<file path="config.mk">
export PLATFORM = sky130hd
export DESIGN_NAME = lvds7_ser
export DESIGN_NICKNAME = d
export VERILOG_FILES = /design/src/rtl/lvds7_pkg.sv /design/src/rtl/lvds7_slot_timer.sv /design/src/rtl/lvds7_lane_shifter.sv /design/src/rtl/lvds7_out_stage.sv /design/src/rtl/lvds7_ser.sv
export SDC_FILE = /design/constraint.sdc
export NUM_CORES = 1
export LEC_CHECK = 0
export BUFFER_PORTS_ARGS = -buffer_cell sky130_fd_sc_hd__buf_2
export CAP_MARGIN = 20
export CORE_MARGIN = 5
export CORE_UTILIZATION = 59
export DETAILED_ROUTE_END_ITERATION = 8
export PLACE_DENSITY = 0.91
export SETUP_SLACK_MARGIN = 0.1
export SYNTH_ARGS = -nofsm -noshare
export SYNTH_HDL_FRONTEND = slang
export SYNTH_HIERARCHICAL = 1
export SYNTH_SLANG_ARGS = --single-unit
</file>
<file path="constraint.sdc">
create_clock -name clk_bit -period 3.23 [get_ports clk_bit]
set_input_delay 0.323 -clock clk_bit [delete_from_list [all_inputs] [get_ports clk_bit]]
set_output_delay 0.323 -clock clk_bit [all_outputs]
set_load 0.02 [all_outputs]
</file>
<file path="src/rtl/lvds7_pkg.sv">
// Shared constants for the seven-slot serializer.
// Assumes a fixed frame of seven bit slots per pixel period.
package lvds7_pkg;
    localparam int SLOTS  = 7;
    localparam int SLOT_W = 3;

    typedef logic [SLOT_W-1:0] slot_t;

    localparam slot_t LAST_SLOT = slot_t'(SLOTS - 1);
    localparam slot_t RISE_SLOT = slot_t'(0);

    // Clock-lane level per slot (index = slot). The pattern is symmetric.
    localparam logic [SLOTS-1:0] CLK_LANE_PAT = 7'b1100011;
endpackage

</file>
<file path="src/rtl/lvds7_slot_timer.sv">
// Slot counter for the pixel period, plus the capture and load strobes.
// Assumes clk is the bit clock and slot 0 starts each pixel period.
// run = 0 (power-down) holds the counter at slot 0.
module lvds7_slot_timer
    import lvds7_pkg::*;
#(
    parameter int FALL_SLOT = 3
) (
    input  logic  clk,
    input  logic  rst_n,
    input  logic  run,
    input  logic  cap_fall,
    output slot_t slot,
    output logic  cap_stb,
    output logic  load_stb
);
    localparam slot_t FALL_S = slot_t'(FALL_SLOT);

    slot_t slot_q;
    slot_t cap_slot;

    // Step the slot count 0..6; restart at 0 on reset or power-down.
    always_ff @(posedge clk) begin
        if (!rst_n || !run) begin
            slot_q <= RISE_SLOT;
        end else if (slot_q == LAST_SLOT) begin
            slot_q <= RISE_SLOT;
        end else begin
            slot_q <= slot_q + slot_t'(1);
        end
    end

    // Choose the capture slot from the edge-select input.
    always_comb begin
        cap_slot = cap_fall ? FALL_S : RISE_SLOT;
    end

    // Strobes that act on the edge ending the current slot.
    always_comb begin
        cap_stb  = run && (slot_q == cap_slot);
        load_stb = run && (slot_q == LAST_SLOT);
    end

    assign slot = slot_q;
endmodule

</file>
<file path="src/rtl/lvds7_lane_shifter.sv">
// One data lane: a capture register and a shift register behind it.
// Assumes cap_stb and load_stb never fire on the same edge.
// Bit 0 of the slice leaves first.
module lvds7_lane_shifter
    import lvds7_pkg::*;
(
    input  logic             clk,
    input  logic             rst_n,
    input  logic             run,
    input  logic             cap_stb,
    input  logic             load_stb,
    input  logic [SLOTS-1:0] din,
    output logic             sout
);
    logic [SLOTS-1:0] hold_q;
    logic [SLOTS-1:0] shift_q;

    // Capture stage: take the slice on the capture strobe.
    always_ff @(posedge clk) begin
        if (!rst_n || !run) begin
            hold_q <= '0;
        end else if (cap_stb) begin
            hold_q <= din;
        end
    end

    // Shift stage: reload at the period boundary, otherwise move one bit down.
    always_ff @(posedge clk) begin
        if (!rst_n || !run) begin
            shift_q <= '0;
        end else if (load_stb) begin
            shift_q <= hold_q;
        end else begin
            shift_q <= shift_q >> 1;
        end
    end

    assign sout = shift_q[0];
endmodule

</file>
<file path="src/rtl/lvds7_out_stage.sv">
// Output enable tracking, clock-lane pattern and output gating.
// Assumes each capture strobe comes before the next load strobe.
// Power-down gates the outputs combinationally.
module lvds7_out_stage
    import lvds7_pkg::*;
#(
    parameter int NUM_LANES = 4
) (
    input  logic                 clk,
    input  logic                 rst_n,
    input  logic                 run,
    input  logic                 cap_stb,
    input  logic                 load_stb,
    input  slot_t                slot,
    input  logic [NUM_LANES-1:0] lane_bit,
    output logic [NUM_LANES-1:0] ser_dat,
    output logic                 ser_clk,
    output logic                 ser_oe
);
    logic word_seen_q;
    logic oe_q;

    // Record that a complete word has been captured since restart.
    always_ff @(posedge clk) begin
        if (!rst_n || !run) begin
            word_seen_q <= 1'b0;
        end else if (cap_stb) begin
            word_seen_q <= 1'b1;
        end
    end

    // Turn the outputs on at the first load of a captured word.
    always_ff @(posedge clk) begin
        if (!rst_n || !run) begin
            oe_q <= 1'b0;
        end else if (load_stb && word_seen_q) begin
            oe_q <= 1'b1;
        end
    end

    // Gate the data and clock lanes with the enable and power-down.
    always_comb begin
        ser_oe  = oe_q && run;
        ser_dat = ser_oe ? lane_bit : '0;
        ser_clk = ser_oe && CLK_LANE_PAT[slot];
    end
endmodule

</file>
<file path="src/rtl/lvds7_ser.sv">
// Top of the seven-to-one serializer: slot timer, NUM_LANES lane shifters
// and the output stage. NUM_LANES must be 3 or 4; FALL_SLOT must be 1..5.
module lvds7_ser
    import lvds7_pkg::*;
#(
    parameter int NUM_LANES = 4,
    parameter int FALL_SLOT = 3,
    localparam int WORD_W   = SLOTS * NUM_LANES
) (
    input  logic                 clk_bit,
    input  logic                 rst_n,
    input  logic                 pwr_dn_n,
    input  logic                 cap_fall,
    input  logic [WORD_W-1:0]    pix_word,
    output logic [NUM_LANES-1:0] ser_dat,
    output logic                 ser_clk,
    output logic                 ser_oe
);
    slot_t                slot_w;
    logic                 cap_stb;
    logic                 load_stb;
    logic [NUM_LANES-1:0] lane_bit;

    lvds7_slot_timer #(.FALL_SLOT(FALL_SLOT)) timer_i (
        .clk      (clk_bit),
        .rst_n    (rst_n),
        .run      (pwr_dn_n),
        .cap_fall (cap_fall),
        .slot     (slot_w),
        .cap_stb  (cap_stb),
        .load_stb (load_stb)
    );

    for (genvar n = 0; n < NUM_LANES; n++) begin : g_lane
        lvds7_lane_shifter lane_i (
            .clk      (clk_bit),
            .rst_n    (rst_n),
            .run      (pwr_dn_n),
            .cap_stb  (cap_stb),
            .load_stb (load_stb),
            .din      (pix_word[SLOTS*n +: SLOTS]),
            .sout     (lane_bit[n])
        );
    end

    lvds7_out_stage #(.NUM_LANES(NUM_LANES)) out_i (
        .clk      (clk_bit),
        .rst_n    (rst_n),
        .run      (pwr_dn_n),
        .cap_stb  (cap_stb),
        .load_stb (load_stb),
        .slot     (slot_w),
        .lane_bit (lane_bit),
        .ser_dat  (ser_dat),
        .ser_clk  (ser_clk),
        .ser_oe   (ser_oe)
    );
endmodule

</file>
==> results of run 1 <==
[worst register-to-register path, cell delays in order, from the launching register on]
cell and delay, ns:
dfxtp_1 0.42, ha_1 0.24, and3_1 0.45, buf_4 0.42, mux2i_1 0.25, nor2_1 0.06
[final cells by class]
class                      instances  area share [%]
timing repair buffer              39            8.10
inverter                           2           0.286
multi-input combinational        142            36.3
tap                               48            2.29
clock inverter                     1           0.191
sequential                        61            46.5
clock buffer                      15            6.34
[cells in the mapped netlist, drive strengths merged]
cell     n
dfxtp   61
nor2    60
mux2i   52
buf     12
nand2   11
and3     5
a211oi   3
a21oi    3
ha       2
inv      2
nand2b   2
nand3    1
nor2b    1
or3      1
or3b     1
[layer usage]
metal | track usage [%] | up-vias | part of all wire (%)
li1 | - | 799 | -
met1 | 19.5 | 706 | 45
met2 | 26.3 | 37 | 47
met3 | 4.16 | 9 | 5.4
met4 | 9.84 | 0 | 2.8
met5 | 0 | - | 0
[worst max-delay path by stage]
| stage | from | endpoint | slack, ns | cells past startpoint |
|---|---|---|---|---|
| 2_1_floorplan | timer_i/slot[0] | g_lane[0].lane_i/hold_q[0] | 1.60 | 5 |
| 3_5_place_dp | cap_fall | g_lane[1].lane_i/hold_q[2] | 1.23 | 6 |
| 3_3_place_gp | cap_fall | g_lane[2].lane_i/hold_q[5] | 1.27 | 6 |
| 6_report | timer_i/slot[1] | g_lane[0].lane_i/shift_q[1] | 1.27 | 5 |
| 5_1_grt | timer_i/slot[1] | g_lane[2].lane_i/shift_q[1] | 1.11 | 5 |
| 4_1_cts | timer_i/slot[0] | g_lane[1].lane_i/hold_q[2] | 1.26 | 5 |
[stage by stage]
| step | util, % | hold WS (ns) | instance area, um2 |
|---|---|---|---|
| 2_1_floorplan | - | 0.409 | 2300 |
| 3_5_place_dp | 66.0 | 0.416 | 2450 |
| 3_3_place_gp | 66.0 | 0.417 | 2450 |
| 5_1_grt | 70.6 | 0.230 | 2630 |
| 4_1_cts | 70.6 | 0.221 | 2630 |
| 6_report | 70.6 | 0.229 | 2630 |
[power by group through the flow]
| stage | logic, uW | clock network, uW | registers (uW) |
|---|---|---|---|
| after global routing | 88.0 | 629 | 768 |
| after global placement | 78.4 | 0 | 783 |
| after CTS | 81.2 | 590 | 767 |
| final | 79.9 | 583 | 767 |
| after floorplan | 56.6 | 0 | 782 |
| after detailed placement | 80.1 | 0 | 784 |
[sequential cells by signal (all words and copies together) (netlist names)]
register,count
g_lane.lane_i/shift_q,28
out_i/word_seen_q,1
timer_i/slot,3
g_lane.lane_i/hold_q,28
out_i/oe_q,1
[cell families after synthesis]
logic type | count (synthesis) | synth area share, %
and+or+nand+nor | 82 | 15.1
muxes | 52 | 22.6
adders and majority gates | 2 | 1.09
buffers and inverters | 14 | 6.19
DFF | 61 | 53.0
AOI/OAI and AO/OA | 6 | 2.01
==> out/results.tsv, run 1 <==
metric	value	unit
io_buffers	37	
peakVddDrop	0.000483	V
setup_ws	1.27	ns
p_comb_share	5.6	%
setup_viol_count_final	0	
worst_slew_pin_slew	0.606	ns
reg2reg_depth	5	
n_antenna_cell	0	
worst_path_max_delay_cell	and3_1	
vias	1551	
cts_root_buf	clkbuf_8	
cts.sinks	61	
swShare	21.7	%
powerDensity	545	mW/mm2
period_share	60.8	%
antenna_found_initial	0	
final-hold-violation-count	0	
final_cell_mix	dfxtp_1, nor2_1, mux2i_1, buf_2, clkbuf_8	
period_minus_slack	1.96	ns
cts_tree	yes	
netlist.area_leader.share	53.0	%
clock_latency	0.33	ns
final_nets	289	
grt_start_max_net_pins	23	
initial_core_util	62.0	%
io_pins	38	
cts_buffer_depth	2	
h-tree-depth	3	
postCtsHoldBufs	0	
worst_ep_arrival_time	2.18	ns
slew_violations	0	
netlist_instances	217	
grt_overflow	0	
fp.dieW	72.5	um
grt_pass1_wl	6560	um
setup_tns	0	ns
gp_congestion	0.688	
finalPower	1430	uW
worstHoldStart	pix_word[18]	
synth_nets	251	
routedWlPerCell	12.9	um
first_iter_violations	105	
core	0.00372	mm2
synth_area_leader_cell	dfxtp_1	
drive_gt1_share	22.7	%
cp.required	3.44	ns
cp-end-kind	register	
timing_worst_setup_path_type	reg2reg	
cp_slowest_stage_delay	0.45	ns
critical_path.startpoint_type	register	
yosysUniqueCellTypes	18	
viasPerCell	5.04	
dp_cells	292	
first_pass_iters	4	
status	finished clean	
track_usage	16.3	%
seqPwrFrac	53.7	%
path_delay_family	simple AND/OR/NAND/NOR gates	
leakagePower	0.00101	uW
cap_violations	0	
postCtsSetupBuffers	0	
synthesis.area	0.00230	mm2
path_cells	ha_1 -> and3_1 -> buf_4 -> mux2i_1 -> nor2_1	
pre_cts_ws	1.23	ns
final_common_cell	dfxtp_1	
die_h	72.5	um
reg2reg_slack	1.27	ns
p_sw	310	uW
clock_skew	0.00494	ns
rsz0062_at_grt	no	
worstPathMaxFanout	22	
grt_pass1_vias	1516	
syn_avg_cell_area	10.6	um2
yosys_warnings	6	
critPathBufInv	1	
hp-class	in2reg	
fmax	0.509	GHz
rr_startpoint	timer_i/slot[1]	
wl	3980	um
p_clk_share	40.7	%
ant_nets	0	
dp.final_hpwl	2660	um
dieArea	0.00526	mm2
numCtsBuffers	9	
ys_seq_area_share	53.0	%
rr_endpoint	g_lane[0].lane_i/shift_q[1]	
cts_resized	0	
ff_latch_area	0.00122	mm2
min_path_cells	3	
syn2layout_area_growth	13.9	%
power.internal	1120	uW
synthTopCellsByArea	dfxtp_1, mux2i_1, nor2_1	
relSlewSlack	59.5	%
multiInputGateArea	952	um2
rows	22	
clkSlewWorstSetupHoldPaths	0.06	ns
drc	0	
ys_seq_elements	61	
min_to	g_lane[2].lane_i/hold_q[4]	
instances_no_fill	308	
fillers	291	
No activity file was read; power rests on OpenSTA's default activity.
==> inputs of run 2 (changes only) <==
ABC_AREA = 1   (was default)
CORE_UTILIZATION = 50   (was 59)
PLACE_DENSITY = 0.82   (was 0.91)
clock period = 1.6 ns   (was 3.23 ns; I/O delays follow)
==> run 2 against run 1 <==
Effect of this change:
- register-to-register slack got worse by 1.0 ns
- setup slack worse by 1.0 ns
- critical path type unchanged
- combinational power grew to 2.7 times the previous value
- non-clock buffer count increased by 4
==> out/results.tsv, run 2 <==
metric	value	unit
yosys_warnings	6	
h-tree-depth	3	
synth_most_common_cell	nor2_1	
netlist_top_cells_count	nor2_1, nand2_1, inv_1, dfxtp_1, buf_6	
rsz0062_at_grt	no	
rows	26	
setup_viol_count_final	0	
grt_start_max_net_pins	44	
synth_nets	427	
critPathBufInv	2	
timing_worst_setup_path_type	reg2reg	
synthesis.area	0.00257	mm2
period_share	83.2	%
ant_nets	0	
first_iter_violations	69	
worst_ep_arrival_time	1.55	ns
worst_path_max_delay_cell	dfxtp_1	
syn2layout_area_growth	15.6	%
die_h	81.8	um
worstPathMaxFanout	14	
hp-class	in2reg	
track_usage	14.7	%
numCtsBuffers	9	
cp.required	1.82	ns
slew_violations	0	
leakagePower	0.00133	uW
final_nets	469	
viasPerCell	4.20	
synth_area_leader_cell	dfxtp_1	
cts_root_buf	clkbuf_8	
clkSlewWorstSetupHoldPaths	0.06	ns
instances_no_fill	509	
netlist.area_leader.share	47.4	%
synth-async-reset-ratio	0	%
critical_path.startpoint_type	register	
final_cell_mix	nor2_1, nand2_1, inv_1, dfxtp_1, buf_2	
p_comb_share	7.1	%
postCtsHoldBufs	0	
swShare	22.4	%
clock_latency	0.33	ns
postCtsSetupBuffers	0	
netlist_instances	393	
seqPwrFrac	52.4	%
p_sw	669	uW
status	finished clean	
cts_buffer_depth	2	
dieArea	0.00669	mm2
drc	0	
period_minus_slack	1.33	ns
io_buffers	37	
cts_resized	0	
syn_avg_cell_area	6.55	um2
clock_skew	0.00939	ns
cap_violations	0	
ys.flop_type	dfxtp_1	
first_pass_iters	4	
io_pins	38	
path_cells	inv_1 -> ha_1 -> nand2_1 -> nor2_4 -> buf_4 -> a21oi_1 -> nor2_1	
wl	4250	um
setup_tns	0	ns
path_delay_family	flip-flops	
powerDensity	1000	mW/mm2
routedWlPerCell	8.34	um
fmax	0.751	GHz
grt_pass1_wl	7610	um
worst_slew_pin_slew	0.204	ns
drive_gt1_share	15.3	%
fillers	482	
synthTopCellsByArea	dfxtp_1, nor2_1, nand2_1	
synth_edf_count	0	
dp_cells	494	
ys_seq_elements	61	
n_antenna_cell	0	
ys_seq_area_share	47.4	%
fp.dieW	81.8	um
p_clk_share	40.5	%
cts.sinks	61	
grt_overflow	0	
final-hold-violation-count	0	
relSlewSlack	86.4	%
grt_pass1_vias	1917	
cp-end-kind	register	
dp.final_hpwl	2900	um
gp_congestion	0.749	
cts_tree	yes	
initial_core_util	51.1	%
vias	2138	
cp_slowest_stage_delay	0.41	ns
core	0.00504	mm2
antenna_found_initial	0	
peakVddDrop	0.000582	V
yosysUniqueCellTypes	12	
power.internal	2310	uW
## run 2: changes by cell type after synthesis, moves of 2 or more
| cell | delta |
|---|---|
| a211oi_1 | -2 |
| inv_1 | +60 |
| nand2b_1 | -2 |
| nor2_1 | +64 |
| buf_4 | +4 |
| nand2_1 | +115 |
| nand2_2 | -2 |
| and3_1 | -5 |
| mux2i_1 | -52 |
| buf_6 | -4 |
| inv_2 | +5 |
## run 2: final cells by class
cell class	count	area, um2	area share [%]
clock inverters	1	5.00	0.168
inverters	67	251	8.45
flip-flops and latches	61	1220	41.0
repair buffers	43	243	8.15
clock buffers	14	173	5.80
well taps	70	87.6	2.94
multi-input cells	253	997	33.5
## run 2: cell families after synthesis
group	synth area share, %
AOI/OAI and AO/OA	0.194
adders and majority gates	0.972
buffers and inverters	14.4
DFF	47.4
and+or+nand+nor	37.0
## run 2: path summary, 6_finish.rpt
check	from	to	slack, ns	cells after the start
worst max-delay path	timer_i/slot[0]	out_i/oe_q	0.27	7
worst min-delay path	pix_word[22]	g_lane[3].lane_i/hold_q[1]	0.12	5
worst max register to register	timer_i/slot[0]	out_i/oe_q	0.27	7
worst min register to register	g_lane[3].lane_i/hold_q[6]	g_lane[3].lane_i/shift_q[6]	0.44	2
## run 2: layer usage
metal	global-route usage (%)	up-vias	wire, um
met5	0	-	0
met1	17.3	904	1920
met4	8.47	0	90
li1	-	1194	-
met2	24.7	35	2020
met3	3.07	5	220
## run 2: power by group through the flow
| stage | clock network (uW) | registers [uW] | logic [uW] |
|---|---|---|---|
| 4_1_cts | 1240 | 1560 | 216 |
| 5_1_grt | 1300 | 1560 | 254 |
| 2_1_floorplan | 0 | 1590 | 162 |
| 3_3_place_gp | 0 | 1590 | 209 |
| 6_report | 1210 | 1560 | 212 |
| 3_5_place_dp | 0 | 1600 | 214 |
## run 2: stage by stage
stage	hold WS [ns]	area (um2)	power, uW	util (%)	worst slack, ns
after global routing	0.133	2980	3120	59.1	0.116
after detailed placement	0.419	2800	1810	55.5	0.270
after global placement	0.419	2800	1800	55.5	0.320
after CTS	0.107	2980	3020	59.1	0.258
after floorplan	0.304	2580	1760	-	0.105
final	0.119	2980	2980	59.1	0.269
## run 2: worst reg2reg max path, stage by stage (launching register included)
cell and delay [ns]:
dfxtp_1 0.41, inv_1 0.07, ha_1 0.19, nand2_1 0.14, nor2_4 0.06, buf_4 0.17
a21oi_1 0.15, nor2_1 0.04
